### src/rtl/wdt_grace_pkg.sv
package wdt_grace_pkg;

  localparam int REG_W    = 8;
  localparam int MODE_W   = 3;
  localparam int KICK_POS = 3;
  localparam int TIME_W   = 8;

  localparam logic [MODE_W-1:0] MODE_OFF  = 3'd3;
  localparam logic [REG_W-1:0]  REG_RESET = {{(REG_W-MODE_W){1'b0}}, MODE_OFF};

  typedef enum logic [2:0] {
    ST_OFF,
    ST_ARMED,
    ST_DELAY,
    ST_PERIOD,
    ST_FIRE
  } phase_e;

  typedef struct packed {
    logic              valid;
    logic [TIME_W-1:0] delay;
    logic [TIME_W-1:0] period;
  } mode_cfg_t;

  // Mode tables: delay and period in ticks.
  function automatic mode_cfg_t mode_lookup(input int tsel, input logic [MODE_W-1:0] code);
    mode_cfg_t c;
    c = '0;
    if (tsel == 0) begin
      case (code)
        3'd5: c = '{1'b1, 8'd1,  8'd1};
        3'd6: c = '{1'b1, 8'd10, 8'd10};
        3'd7: c = '{1'b1, 8'd60, 8'd60};
        default: c = '0;
      endcase
    end else begin
      case (code)
        3'd1: c = '{1'b1, 8'd3,  8'd3};
        3'd2: c = '{1'b1, 8'd60, 8'd1};
        3'd5: c = '{1'b1, 8'd0,  8'd1};
        3'd6: c = '{1'b1, 8'd0,  8'd10};
        3'd7: c = '{1'b1, 8'd60, 8'd10};
        default: c = '0;
      endcase
    end
    if (code == MODE_OFF) c.valid = 1'b0;
    return c;
  endfunction

endpackage

### src/rtl/wdt_grace_prescaler.sv
module wdt_grace_prescaler #(
  parameter int TICK_DIV = 50_000_000
) (
  input  logic clk,
  input  logic rst_n,
  input  logic clear,
  output logic tick
);
  generate
    if (TICK_DIV <= 1) begin : g_direct
      assign tick = !clear;
    end else begin : g_count
      localparam int PC_W = $clog2(TICK_DIV);
      localparam logic [PC_W-1:0] PC_LAST = PC_W'(TICK_DIV - 1);
      logic [PC_W-1:0] pc_q;

      assign tick = (pc_q == PC_LAST) && !clear;

      always_ff @(posedge clk or negedge rst_n) begin
        if (!rst_n)                       pc_q <= '0;
        else if (clear || pc_q == PC_LAST) pc_q <= '0;
        else                               pc_q <= pc_q + 1'b1;
      end
    end
  endgenerate
endmodule

### src/rtl/wdt_grace_regs.sv
module wdt_grace_regs
  import wdt_grace_pkg::*;
(
  input  logic              clk,
  input  logic              rst_n,
  input  logic              wr_en,
  input  logic [REG_W-1:0]  wr_data,
  output logic [REG_W-1:0]  rd_data,
  output logic [MODE_W-1:0] cur_code,
  output logic              load_evt,
  output logic              kick_evt
);
  logic [REG_W-1:0] reg_q;

  always_ff @(posedge clk or negedge rst_n) begin
    if (!rst_n)     reg_q <= REG_RESET;
    else if (wr_en) reg_q <= wr_data;
  end

  assign rd_data  = reg_q;
  assign cur_code = reg_q[MODE_W-1:0];
  // a change of the mode field reloads the timer
  assign load_evt = wr_en && (wr_data[MODE_W-1:0] != reg_q[MODE_W-1:0]);
  // a kick completes when a write drops the stored kick bit
  assign kick_evt = wr_en && reg_q[KICK_POS] && !wr_data[KICK_POS];
endmodule

### src/rtl/wdt_grace_timer.sv
module wdt_grace_timer
  import wdt_grace_pkg::*;
#(
  parameter int TABLE_SEL = 0,
  parameter int PULSE_LEN = 16,
  parameter int CNT_W     = 8
) (
  input  logic              clk,
  input  logic              rst_n,
  input  logic              tick,
  input  logic              load_evt,
  input  logic              kick_evt,
  input  logic [MODE_W-1:0] load_code,
  input  logic [MODE_W-1:0] cur_code,
  output phase_e            phase,
  output logic              restart
);
  localparam logic [CNT_W-1:0] PULSE_LAST = CNT_W'(PULSE_LEN - 1);

  phase_e           ph_q, ph_d;
  logic [CNT_W-1:0] cnt_q, cnt_d;
  mode_cfg_t        new_cfg, cur_cfg;

  function automatic logic last_step(input logic [CNT_W-1:0] c, input logic [TIME_W-1:0] lim);
    return (c + 1'b1) == CNT_W'(lim);
  endfunction

  assign new_cfg = mode_lookup(TABLE_SEL, load_code);
  assign cur_cfg = mode_lookup(TABLE_SEL, cur_code);

  // prescaler restart: kept apart from the phase logic that consumes tick
  always_comb begin
    restart = 1'b0;
    if (load_evt)                                          restart = 1'b1;
    else if (kick_evt && (ph_q == ST_PERIOD || ph_q == ST_ARMED)) restart = 1'b1;
    else if (ph_q == ST_FIRE && cnt_q == PULSE_LAST)       restart = 1'b1;
  end

  always_comb begin
    ph_d  = ph_q;
    cnt_d = cnt_q;
    if (load_evt) begin
      cnt_d = '0;
      if (!new_cfg.valid)          ph_d = ST_OFF;
      else if (new_cfg.delay == '0) ph_d = ST_ARMED;
      else                          ph_d = ST_DELAY;
    end else begin
      case (ph_q)
        ST_ARMED: begin
          if (kick_evt) begin
            ph_d  = ST_PERIOD;
            cnt_d = '0;
          end
        end
        ST_DELAY: begin
          if (tick) begin
            if (last_step(cnt_q, cur_cfg.delay)) begin
              ph_d  = ST_PERIOD;
              cnt_d = '0;
            end else begin
              cnt_d = cnt_q + 1'b1;
            end
          end
        end
        ST_PERIOD: begin
          if (kick_evt) begin
            cnt_d = '0;
          end else if (tick) begin
            if (last_step(cnt_q, cur_cfg.period)) begin
              ph_d  = ST_FIRE;
              cnt_d = '0;
            end else begin
              cnt_d = cnt_q + 1'b1;
            end
          end
        end
        ST_FIRE: begin
          if (cnt_q == PULSE_LAST) begin
            cnt_d = '0;
            ph_d  = (cur_cfg.delay == '0) ? ST_ARMED : ST_DELAY;
          end else begin
            cnt_d = cnt_q + 1'b1;
          end
        end
        default: ;
      endcase
    end
  end

  always_ff @(posedge clk or negedge rst_n) begin
    if (!rst_n) begin
      ph_q  <= ST_OFF;
      cnt_q <= '0;
    end else begin
      ph_q  <= ph_d;
      cnt_q <= cnt_d;
    end
  end

  assign phase = ph_q;
endmodule

### src/rtl/wdt_grace.sv
module wdt_grace
  import wdt_grace_pkg::*;
#(
  parameter int TABLE_SEL = 0,
  parameter int TICK_DIV  = 50_000_000,
  parameter int PULSE_LEN = 16,
  parameter int CNT_W     = 8
) (
  input  logic       clk,
  input  logic       rst_n,
  input  logic       wr_en,
  input  logic [7:0] wr_data,
  output logic [7:0] rd_data,
  output logic       wdt_expired
);
  logic              tick;
  logic              restart;
  logic              load_evt;
  logic              kick_evt;
  logic [MODE_W-1:0] cur_code;
  phase_e            phase;

  // named phase views used by the checker
  logic in_armed, in_delay, in_period;

  wdt_grace_regs u_regs (
    .clk      (clk),
    .rst_n    (rst_n),
    .wr_en    (wr_en),
    .wr_data  (wr_data),
    .rd_data  (rd_data),
    .cur_code (cur_code),
    .load_evt (load_evt),
    .kick_evt (kick_evt)
  );

  wdt_grace_prescaler #(.TICK_DIV(TICK_DIV)) u_presc (
    .clk   (clk),
    .rst_n (rst_n),
    .clear (restart),
    .tick  (tick)
  );

  wdt_grace_timer #(
    .TABLE_SEL (TABLE_SEL),
    .PULSE_LEN (PULSE_LEN),
    .CNT_W     (CNT_W)
  ) u_timer (
    .clk       (clk),
    .rst_n     (rst_n),
    .tick      (tick),
    .load_evt  (load_evt),
    .kick_evt  (kick_evt),
    .load_code (wr_data[MODE_W-1:0]),
    .cur_code  (cur_code),
    .phase     (phase),
    .restart   (restart)
  );

  assign in_armed    = (phase == ST_ARMED);
  assign in_delay    = (phase == ST_DELAY);
  assign in_period   = (phase == ST_PERIOD);
  assign wdt_expired = (phase == ST_FIRE);
endmodule

### config.mk
export PLATFORM = sky130hd
export DESIGN_NAME = wdt_grace
export DESIGN_NICKNAME = d
export VERILOG_FILES = /design/src/rtl/wdt_grace_pkg.sv /design/src/rtl/wdt_grace_prescaler.sv /design/src/rtl/wdt_grace_regs.sv /design/src/rtl/wdt_grace_timer.sv /design/src/rtl/wdt_grace.sv
export SDC_FILE = /design/constraint.sdc
export NUM_CORES = 1
export LEC_CHECK = 0
export BUFFER_PORTS_ARGS = -buffer_cell sky130_fd_sc_hd__buf_4
export CAP_MARGIN = 20
export CORE_UTILIZATION = 30
export CTS_CLUSTER_SIZE = 8
export DETAILED_ROUTE_END_ITERATION = 6
export MAX_ROUTING_LAYER = met4
export SYNTH_ARGS = -nofsm -noshare
export SYNTH_HDL_FRONTEND = slang
export SYNTH_SLANG_ARGS = --single-unit
### constraint.sdc
create_clock -name clk -period 3 [get_ports clk]
set_input_delay 0.3 -clock clk [delete_from_list [all_inputs] [get_ports clk]]
set_output_delay 0.3 -clock clk [all_outputs]
set_load 0.01 [all_outputs]
==> results of run 1 <==
[worst max-delay path: stages, from the launching register on]
cell and delay [ns]:
dfrtp_1 0.48, ha_1 0.29, and3_2 0.28, mux2_2 0.35, mux2i_1 0.13, o21ai_0 0.13
o2111ai_1 0.23, nand3b_1 0.19, o221ai_1 0.22
[flip-flops by register name, summed over array words and instances (netlist names)]
signal / count
u_presc.g_count.pc_q: 26
u_regs.rd_data: 8
u_timer.cnt_q: 8
u_timer.phase: 3
[metal layers]
metal  up-vias  global-route usage, %  part of all wire [%]
met5         -                      -                     0
met4         0                  2.399                     0
met3         0                  2.791                   2.6
met2        27                  19.11                    46
met1       963                  17.87                    51
li1        992                      -                     -
[power breakdown]
group	total (mW)	internal [mW]	switching (mW)
clock	0.399	0.166	0.233
combinational	0.186	0.0822	0.104
sequential	0.670	0.634	0.0359
[metrics by stage]
stage          instance area [sq um]  hold slack [ns]  total power [mW]  utilization (%)  instances
6_report                        2915         -0.01901             1.255            35.13        396
5_1_grt                         2915          0.04796             1.319            35.13        396
4_1_cts                         2915          0.01851             1.268            35.13        396
3_5_place_dp                    2825           0.3497            0.8682            34.04        388
3_3_place_gp                    2825           0.3505            0.8667            34.04        388
2_1_floorplan                   2611         0.004409            0.8037                -        273
[area by class of cell]
| class | instances | area share, % |
|---|---|---|
| multi-input combinational | 210 | 47.25 |
| clock inverter | 3 | 0.7296 |
| sequential | 45 | 38.71 |
| timing repair buffer | 22 | 5.665 |
| clock buffer | 5 | 2.361 |
| inverter | 6 | 0.7725 |
| tap | 105 | 4.506 |
[how the worst max path moves through the flow]
stage | to | depth (start not counted) | slack [ns] | startpoint
after CTS | u_timer.cnt_q[4] | 8 | 0.62 | u_timer.cnt_q[0]
final | u_timer.cnt_q[4] | 8 | 0.61 | u_timer.cnt_q[0]
after global placement | u_timer.cnt_q[4] | 8 | 0.74 | u_timer.cnt_q[0]
after detailed placement | u_timer.cnt_q[4] | 8 | 0.67 | u_timer.cnt_q[0]
after global routing | u_timer.cnt_q[4] | 8 | 0.38 | u_timer.cnt_q[0]
after floorplan | u_timer.phase[0] | 9 | 0.85 | u_timer.cnt_q[0]
[layout by cell type (no fill, tap or decap), types with 2 or more instances in the layout]
master    synthesis  final
clkbuf_8          0      5
dfrtp_1          43     43
nand4_1           4      4
and3_2            2      2
buf_4             3     22
xnor2_1           7      7
mux2i_1           3      3
dfstp_2           2      2
nor2_1           39     39
nor4b_1           2      2
ha_1              2      2
o221ai_1          3      3
o21ai_0           9      9
or3_1             2      2
and3_1           12     12
inv_1             6      6
a31oi_1           2      2
a21oi_1           5      5
nand2_1          27     27
nand3_1          20     20
o31ai_1           3      3
nand2b_1          2      2
xor2_1           22     22
nor3_1            5      5
and4b_1           2      2
mux2_2           10     10
[cell families (layout without fill, tap and decap cells)]
group / after synthesis / after routing
mux: 13 / 13
fa+ha+maj: 2 / 2
xor+xnor: 29 / 29
compound gates: 39 / 39
simple gates: 127 / 127
buf+inv: 18 / 36
flops: 45 / 45
==> impl_metrics.json, run 1 <==
{
  "r2r_end": "u_timer.cnt_q[4]",
  "r2r_setup_slack_ns": 0.61,
  "syn2layout_area_growth_pct": 11.64,
  "synthAdderAreaFrac_pct": 0.9583,
  "multi_input_area_sq_um": 1378,
  "num_vias": 1982,
  "synth_top_family_by_area": "simple AND/OR/NAND/NOR gates",
  "synthesis.area_sq_um": 2611,
  "core-area_sq_um": 8299,
  "tightestPinTransition_ns": 0.5840,
  "power_density_nw_per_um2": 430.3,
  "hold_slack_ns": -0.01901,
  "outcome": "complete, but fails checks",
  "dpl.hpwl_um": 3698,
  "cts_hold_buffers": 0,
  "synthTopCellsByCount": "43 x dfrtp_1, 39 x nor2_1, 27 x nand2_1, 22 x xor2_1, 20 x nand3_1",
  "wirelength_um": 5229,
  "cap_violations": 0,
  "worst_ep_required_time_ns": 3.22,
  "rows": 33,
  "rsz0062_at_grt": "no",
  "setup_tns_ns": 0,
  "synth-seq-cells": 45,
  "antenna_found_initial": 0,
  "ys_top_cells_by_area": "dfrtp_1 41%, xor2_1 7.4%, nor2_1 5.6%, mux2_2 4.3%, nand2_1 3.9%",
  "async_flop_share_pct": 100.0,
  "dieHeight_um": 95.30,
  "cts_setup_buffers": 0,
  "cts_root_buf": "clkbuf_8",
  "ys.flop_type": "dfrtp_1",
  "yosysTopAreaCell": "dfrtp_1",
  "fillers": 852,
  "wire_per_inst_um": 13.20,
  "avgSynthCellArea_sq_um": 9.565,
  "end_kind": "register",
  "vdd_drop_max_mv": 0.1903,
  "grt_pass1_vias": 1886,
  "postLayoutSetupSlackWorst_ns": 0.6095,
  "diodes": 0,
  "gp_congestion": 0.7865,
  "crit_type": "register to register",
  "preCtsSetupSlack_ns": 0.6732,
  "post-route-period-util_pct": 79.68,
  "synthSimpleGateAreaFrac_pct": 24.72,
  "htreeDepth": 2,
  "synth_mux_area_share_pct": 5.462,
  "cts.sinks": 45,
  "layout-drive-gt1-share_pct": 18.56,
  "power.leakage_nw": 1.262,
  "cts_tree": "done",
  "clkTransAtPathRegs_ns": 0.10,
  "dr.pass1.iters": 4,
  "hold_violations": 14,
  "grt_pass1_wl_um": 8963,
  "first_iter_violations": 68,
  "synth-edff-count": 0,
  "r2r_start": "u_timer.cnt_q[0]",
  "worst_clock_skew_ns": 0.007945,
  "seqCellArea_sq_um": 1129,
  "cp.arrival_ns": 2.61,
  "syn_inst": 273,
  "final_antenna_net_count": 0,
  "ys_seq_area_share_pct": 43.22,
  "portBuffers": 19,
  "synth.most_common_cell": "dfrtp_1",
  "die_w_um": 95.30,
  "start_util_pct": 31.46,
  "vias_per_cell": 5.005,
  "synth_xor_area_share_pct": 9.727,
  "grt.total_usage_pct": 12.81,
  "layout.nets": 303,
  "synth_cell_type_count": 55,
  "io_pins": 20,
  "setup_viol_count_final": 0,
  "crit_fanout": 8,
  "synth_top_area_share_pct": 41.21,
  "yosysWarningCount": 0,
  "cts_resized": 0,
  "syn_nets": 286,
  "drc": 0,
  "numCtsBuffers": 5,
  "clock.fmax_mhz": 418.3,
  "violations": "hold timing",
  "clock_latency_ns": 0.30,
  "slew_viol_final": 0,
  "hold_class": "input port to asynchronous set/reset pin",
  "overflow": 0,
  "dieArea_sq_um": 9081,
  "fin_crit_ns": 2.390,
  "clk_path_buf_depth": 2,
  "reg2reg_depth": 8,
  "grt_max_degree": 46,
  "max-slew-margin-rel_pct": 61.07,
  "crit_path_start_kind": "register",
  "synth-compound-area-share_pct": 11.88
}
No activity file was read; power rests on OpenSTA's default activity.
==> run 2: changes to the inputs <==
==> constraint.sdc (replaced) <==
create_clock -name clk -period 2.15 [get_ports clk]
set_input_delay 0.215 -clock clk [delete_from_list [all_inputs] [get_ports clk]]
set_output_delay 0.215 -clock clk [all_outputs]
set_load 0.01 [all_outputs]
==> run 2 against run 1 <==
Against the previous run: the run ends with setup timing left; maximum frequency rose by 9.6%; sequential power rose by 38%; total power rose by 60%; largest cell class unchanged.
==> impl_metrics.json, run 2 (synthesized netlist as in run 1, its figures left out) <==
{
  "outcome": "complete, but fails checks",
  "violations": "setup timing",
  "clk_path_buf_depth": 2,
  "cp.arrival_ns": 2.37,
  "grt_max_degree": 46,
  "slew_viol_final": 0,
  "grt.total_usage_pct": 14.06,
  "power_density_nw_per_um2": 572.7,
  "grt_pass1_vias": 2158,
  "wire_per_inst_um": 13.65,
  "power.leakage_nw": 1.527,
  "slowest_delay_ns": 0.45,
  "post-route-period-util_pct": 101.5,
  "layout_common_cells": "59 x buf_4, 41 x dfrtp_1, 39 x nor2_1",
  "drc": 0,
  "largest-register": "u_presc.g_count.pc_q",
  "cts.sinks": 45,
  "path_cells": "buf_6 > and3_4 > or2b_4 > a32oi_2 > a311oi_4 > buf_4 > o2111ai_4 > buf_6 > a31oi_4 > o21ai_1",
  "crit_fanout": 3,
  "cp-startpoint": "u_timer.cnt_q[0]",
  "hold_violations": 0,
  "cts_tree": "done",
  "rows": 33,
  "numCtsBuffers": 5,
  "dpl.hpwl_um": 3982,
  "hold_slack_ns": 0.1430,
  "r2r_end": "u_timer.cnt_q[5]",
  "portBuffers": 19,
  "syn2layout_area_growth_pct": 33.83,
  "reg2reg_depth": 10,
  "setup_tns_ns": -0.03191,
  "multi_input_area_sq_um": 1570,
  "htreeDepth": 2,
  "r2r_start": "u_timer.cnt_q[0]",
  "dp.cells": 419,
  "dr.pass1.iters": 4,
  "io_pins": 20,
  "diodes": 0,
  "crit_top_cell": "buf_6",
  "rsz0062_at_grt": "yes",
  "vdd_drop_max_mv": 0.2913,
  "dieArea_sq_um": 9081,
  "fin_crit_ns": 2.182,
  "largest_register_ffs": 26,
  "cts_root_buf": "clkbuf_8",
  "die_w_um": 95.30,
  "antenna_found_initial": 0,
  "final_common_cell": "buf_4",
  "wirelength_um": 6004,
  "crit_path_start_kind": "register",
  "preCtsSetupSlack_ns": -0.02869,
  "crit_type": "register to register",
  "grt_pass1_wl_um": 9839,
  "seqCellArea_sq_um": 1131,
  "core-area_sq_um": 8299,
  "crit_slowest_cell": "dfrtp_2",
  "layout.nets": 348,
  "start_util_pct": 31.46,
  "clock.fmax_mhz": 458.3,
  "first_iter_violations": 101,
  "end_kind": "register",
  "cap_violations": 0,
  "stdcell_count": 440,
  "r2r_setup_slack_ns": -0.03,
  "hold_class": "input port to register",
  "vias_per_cell": 4.993,
  "dieHeight_um": 95.30,
  "overflow": 0,
  "gp_congestion": 0.8395,
  "tightestPinTransition_ns": 0.5711,
  "worst_clock_skew_ns": 0.007346,
  "fillers": 804,
  "setup_viol_count_final": 1,
  "worst_ep_required_time_ns": 2.34,
  "postLayoutSetupSlackWorst_ns": -0.03191,
  "final_antenna_net_count": 0,
  "clkTransAtPathRegs_ns": 0.09,
  "total_power_mw": 2.001,
  "num_vias": 2197,
  "layout-drive-gt1-share_pct": 35.22,
  "max-slew-margin-rel_pct": 61.93,
  "clock_latency_ns": 0.30,
  "crit_path_end": "u_timer.cnt_q[5]"
}
==> run 2: changes by cell type in the layout (fill, tap and decap cells not counted), sizes merged <==
cell         previous run  this run
dlygate4sd3             0         1
clkinv                  1         0
bufinv                  0         1
clkinvlp                1         0
buf                    22        66
==> run 2: power by group <==
| part | switching [mW] | internal (mW) | leakage, nW | total, mW |
|---|---|---|---|---|
| registers | 0.0398 | 0.885 | 0.601 | 0.925 |
| clock network | 0.302 | 0.344 | 0.0546 | 0.646 |
| logic | 0.210 | 0.220 | 0.872 | 0.430 |
==> run 2: worst min-delay path by stage <==
stage	startpoint	to	depth (start not counted)
6_report	wr_data[4]	u_regs.rd_data[4]	2
5_1_grt	wr_data[4]	u_regs.rd_data[4]	2
4_1_cts	wr_data[7]	u_regs.rd_data[7]	2
3_5_place_dp	rst_n	u_timer.cnt_q[5]	1
3_3_place_gp	rst_n	u_timer.cnt_q[5]	1
2_1_floorplan	rst_n	u_presc.g_count.pc_q[0]	0
==> run 2: timing repair <==
item | CTS | global route
hold endpoints to repair | 43 | 0
buffers inserted | 4 | 9
resized for setup | 10 | 32
pin swaps | 3 | 9
endpoints found under the setup margin | 4 | 11
hold buffers | 1 | 0
==> run 2: area by class of cell <==
class / count / area share (%)
timing repair buffer: 67 / 15.22
clock buffer: 5 / 1.969
sequential: 45 / 32.37
clock inverter: 2 / 1.110
tap: 105 / 3.759
multi-input combinational: 210 / 44.93
inverter: 6 / 0.6445
==> run 2: worst max-delay path, delay by kind of cell, from the launching register on <==
family | cells | cell delay, ns
compound gates | 5 | 0.76
flops | 1 | 0.45
buf+inv | 3 | 0.48
simple gates | 2 | 0.39
==> run 2: per-stage QoR <==
step	util (%)	instance area, sq um
floorplan	-	2611
global route	42.11	3495
CTS	39.38	3268
detailed placement	36.85	3058
global placement	36.85	3058
finish	42.11	3495
==> run 2: per-layer routing <==
| layer | vias up | global-route usage, % | share of wire (%) |
|---|---|---|---|
| li1 | 1083 | - | - |
| met1 | 1070 | 17.97 | 46 |
| met2 | 31 | 22.62 | 49 |
| met3 | 13 | 2.791 | 2.5 |
| met4 | 0 | 3.788 | 1.7 |
| met5 | - | - | 0 |
==> run 3: changes to the inputs <==
--- a/config.mk
+++ b/config.mk
@@ -7,10 +7,13 @@
 export LEC_CHECK = 0
 export BUFFER_PORTS_ARGS = -buffer_cell sky130_fd_sc_hd__buf_4
 export CAP_MARGIN = 20
+export CELL_PAD_IN_SITES_DETAIL_PLACEMENT = 1
+export CELL_PAD_IN_SITES_GLOBAL_PLACEMENT = 1
 export CORE_UTILIZATION = 30
 export CTS_CLUSTER_SIZE = 8
 export DETAILED_ROUTE_END_ITERATION = 6
 export MAX_ROUTING_LAYER = met4
+export PLACE_DENSITY_LB_ADDON = 0.1
 export SYNTH_ARGS = -nofsm -noshare
 export SYNTH_HDL_FRONTEND = slang
 export SYNTH_SLANG_ARGS = --single-unit
==> run 3 against run 2 <==
Against the previous run: the flow still finishes with violations (setup timing); flip-flop and latch count unchanged; largest cell class unchanged; setup slack improved by 0.018 ns; sequential share of layout area increased by 1.2 points.
==> impl_metrics.json, run 3 (synthesized netlist as in run 1, its figures left out) <==
{
  "dr.pass1.iters": 4,
  "cts_tree": "done",
  "layout.nets": 346,
  "dpl.hpwl_um": 4630,
  "grt_pass1_wl_um": 10680,
  "syn2layout_area_growth_pct": 28.80,
  "grt_util_met3_pct": 2.632,
  "first_iter_violations": 38,
  "violations": "setup timing",
  "die_w_um": 95.30,
  "layout_common_cells": "61 x buf_4, 43 x dfrtp_1, 39 x nor2_1",
  "tightestPinTransition_ns": 0.6069,
  "overflow": 0,
  "final_area_sq_um": 3363,
  "post-route-period-util_pct": 100.7,
  "grt.total_usage_pct": 15.60,
  "hold_slack_ns": 0.1391,
  "clock_latency_ns": 0.30,
  "cap_violations": 0,
  "outcome": "complete, but fails checks",
  "seqCellArea_sq_um": 1129,
  "r2r_end": "u_timer.phase[0]",
  "largest-register": "u_presc.g_count.pc_q",
  "crit_fanout": 5,
  "postLayoutSetupSlackWorst_ns": -0.01412,
  "grt_use_met2_pct": 25.65,
  "end_kind": "register",
  "hold_violations": 0,
  "busiest_layer": "met2",
  "gp_congestion": 0.7747,
  "htreeDepth": 2,
  "reg2reg_depth": 8,
  "numCtsBuffers": 5,
  "worst_ep_required_time_ns": 2.36,
  "setup_viol_count_final": 1,
  "hold_class": "input port to register",
  "diodes": 0,
  "dieArea_sq_um": 9081,
  "r2r_start": "u_timer.cnt_q[1]",
  "fin_crit_ns": 2.164,
  "cts.sinks": 45,
  "power.leakage_nw": 1.504,
  "final_common_cell": "buf_4",
  "start_util_pct": 31.46,
  "wirelength_um": 6418,
  "vias_per_cell": 5.002,
  "num_vias": 2196,
  "rsz0062_at_grt": "yes",
  "rows": 33,
  "largest_register_ffs": 26,
  "portBuffers": 19,
  "cts_root_buf": "clkbuf_8",
  "dieHeight_um": 95.30,
  "hold_end": "u_regs.rd_data[5]",
  "wire_per_inst_um": 14.62,
  "layout-drive-gt1-share_pct": 32.04,
  "crit_type": "register to register",
  "crit_path_start_kind": "register",
  "grt_use_met1_pct": 20.22,
  "grt_max_degree": 46,
  "multi_input_area_sq_um": 1453,
  "grt_pass1_vias": 2260,
  "max-slew-margin-rel_pct": 59.54,
  "antenna_found_initial": 0,
  "min_from": "wr_data[5]",
  "clk_path_buf_depth": 2,
  "r2r_setup_slack_ns": -0.01,
  "power_density_nw_per_um2": 596.4,
  "drc": 0,
  "fillers": 942,
  "place_area_sq_um": 3100,
  "io_pins": 20,
  "core-area_sq_um": 8299,
  "worst_clock_skew_ns": 0.007135,
  "clock.fmax_mhz": 462.1,
  "slew_viol_final": 0,
  "worstHoldPathCells": 2,
  "clkTransAtPathRegs_ns": 0.10,
  "vdd_drop_max_mv": 0.3141,
  "final_antenna_net_count": 0,
  "cp.arrival_ns": 2.38
}
run 3: changes by cell type in the layout (fill, tap and decap cells not counted), moves of 2 or more:
cell	delta
a311oi_2	+2
a31oi_1	+2
a31oi_4	-2
buf_4	+2
buf_6	-5
dfrtp_1	+2
dfrtp_2	-2
o221ai_1	+2
o221ai_2	-2
or2b_4	-2
run 3: worst max-delay path, stage by stage (launching register included):
cell and delay (ns):
dfrtp_1 0.43, and3_4 0.24, nand3_4 0.10, or3_4 0.38, a31oi_2 0.22, buf_4 0.16
o211ai_4 0.11, o21a_1 0.20, o32ai_2 0.24
run 3: per-stage QoR:
stage | utilization [%] | instances | power, mW | setup TNS [ns] | setup WS, ns
after global routing | 40.52 | 439 | 2.115 | -0.3052 | -0.08499
after detailed placement | 37.36 | 423 | 1.297 | -0.01326 | -0.01326
after CTS | 39.18 | 434 | 2.000 | 0 | 0.008215
final | 40.52 | 439 | 2.006 | -0.01412 | -0.01412
after floorplan | - | 273 | 1.122 | 0 | 0.03444
after global placement | 37.36 | 423 | 1.293 | 0 | 0.02734
run 3: per-layer routing:
metal  vias up  share of wire, %
li1       1083                 -
met1      1099                49
met2        12                50
met3         2               1.5
met4         0              0.36
met5         -                 0
run 3: power breakdown:
part | internal (mW) | switching [mW] | leakage, nW
registers | 0.884 | 0.0392 | 0.603
clock network | 0.355 | 0.332 | 0.0563
logic | 0.206 | 0.191 | 0.844
run 3: worst max-delay path by stage:
stage	from	endpoint	slack (ns)	cells past startpoint
2_1_floorplan	u_timer.cnt_q[0]	u_timer.cnt_q[4]	0.03	9
3_3_place_gp	u_presc.g_count.pc_q[16]	u_timer.phase[2]	0.03	7
3_5_place_dp	u_timer.cnt_q[0]	u_timer.phase[0]	-0.01	9
4_1_cts	u_regs.rd_data[2]	u_timer.cnt_q[7]	0.008	8
5_1_grt	u_regs.rd_data[1]	u_timer.cnt_q[2]	-0.08	8
6_report	u_timer.cnt_q[1]	u_timer.phase[0]	-0.01	8
run 3: what timing repair did:
action / CTS / global route
endpoints found under the setup margin: 6 / 11
hold buffers: 1 / 0
pin swaps: 3 / 13
gates resized for setup: 2 / 17
endpoints found under the hold margin: 43 / 0
setup buffers: 2 / 5
cloned: 0 / 0
run 3: area by class of cell:
class / count / share of cell area (%)
clock inverters: 3 / 1.451
clock buffers: 5 / 2.046
inverters: 6 / 0.6696
multi-input cells: 210 / 43.19
flip-flops and latches: 45 / 33.56
repair buffers: 65 / 15.18
well taps: 105 / 3.906
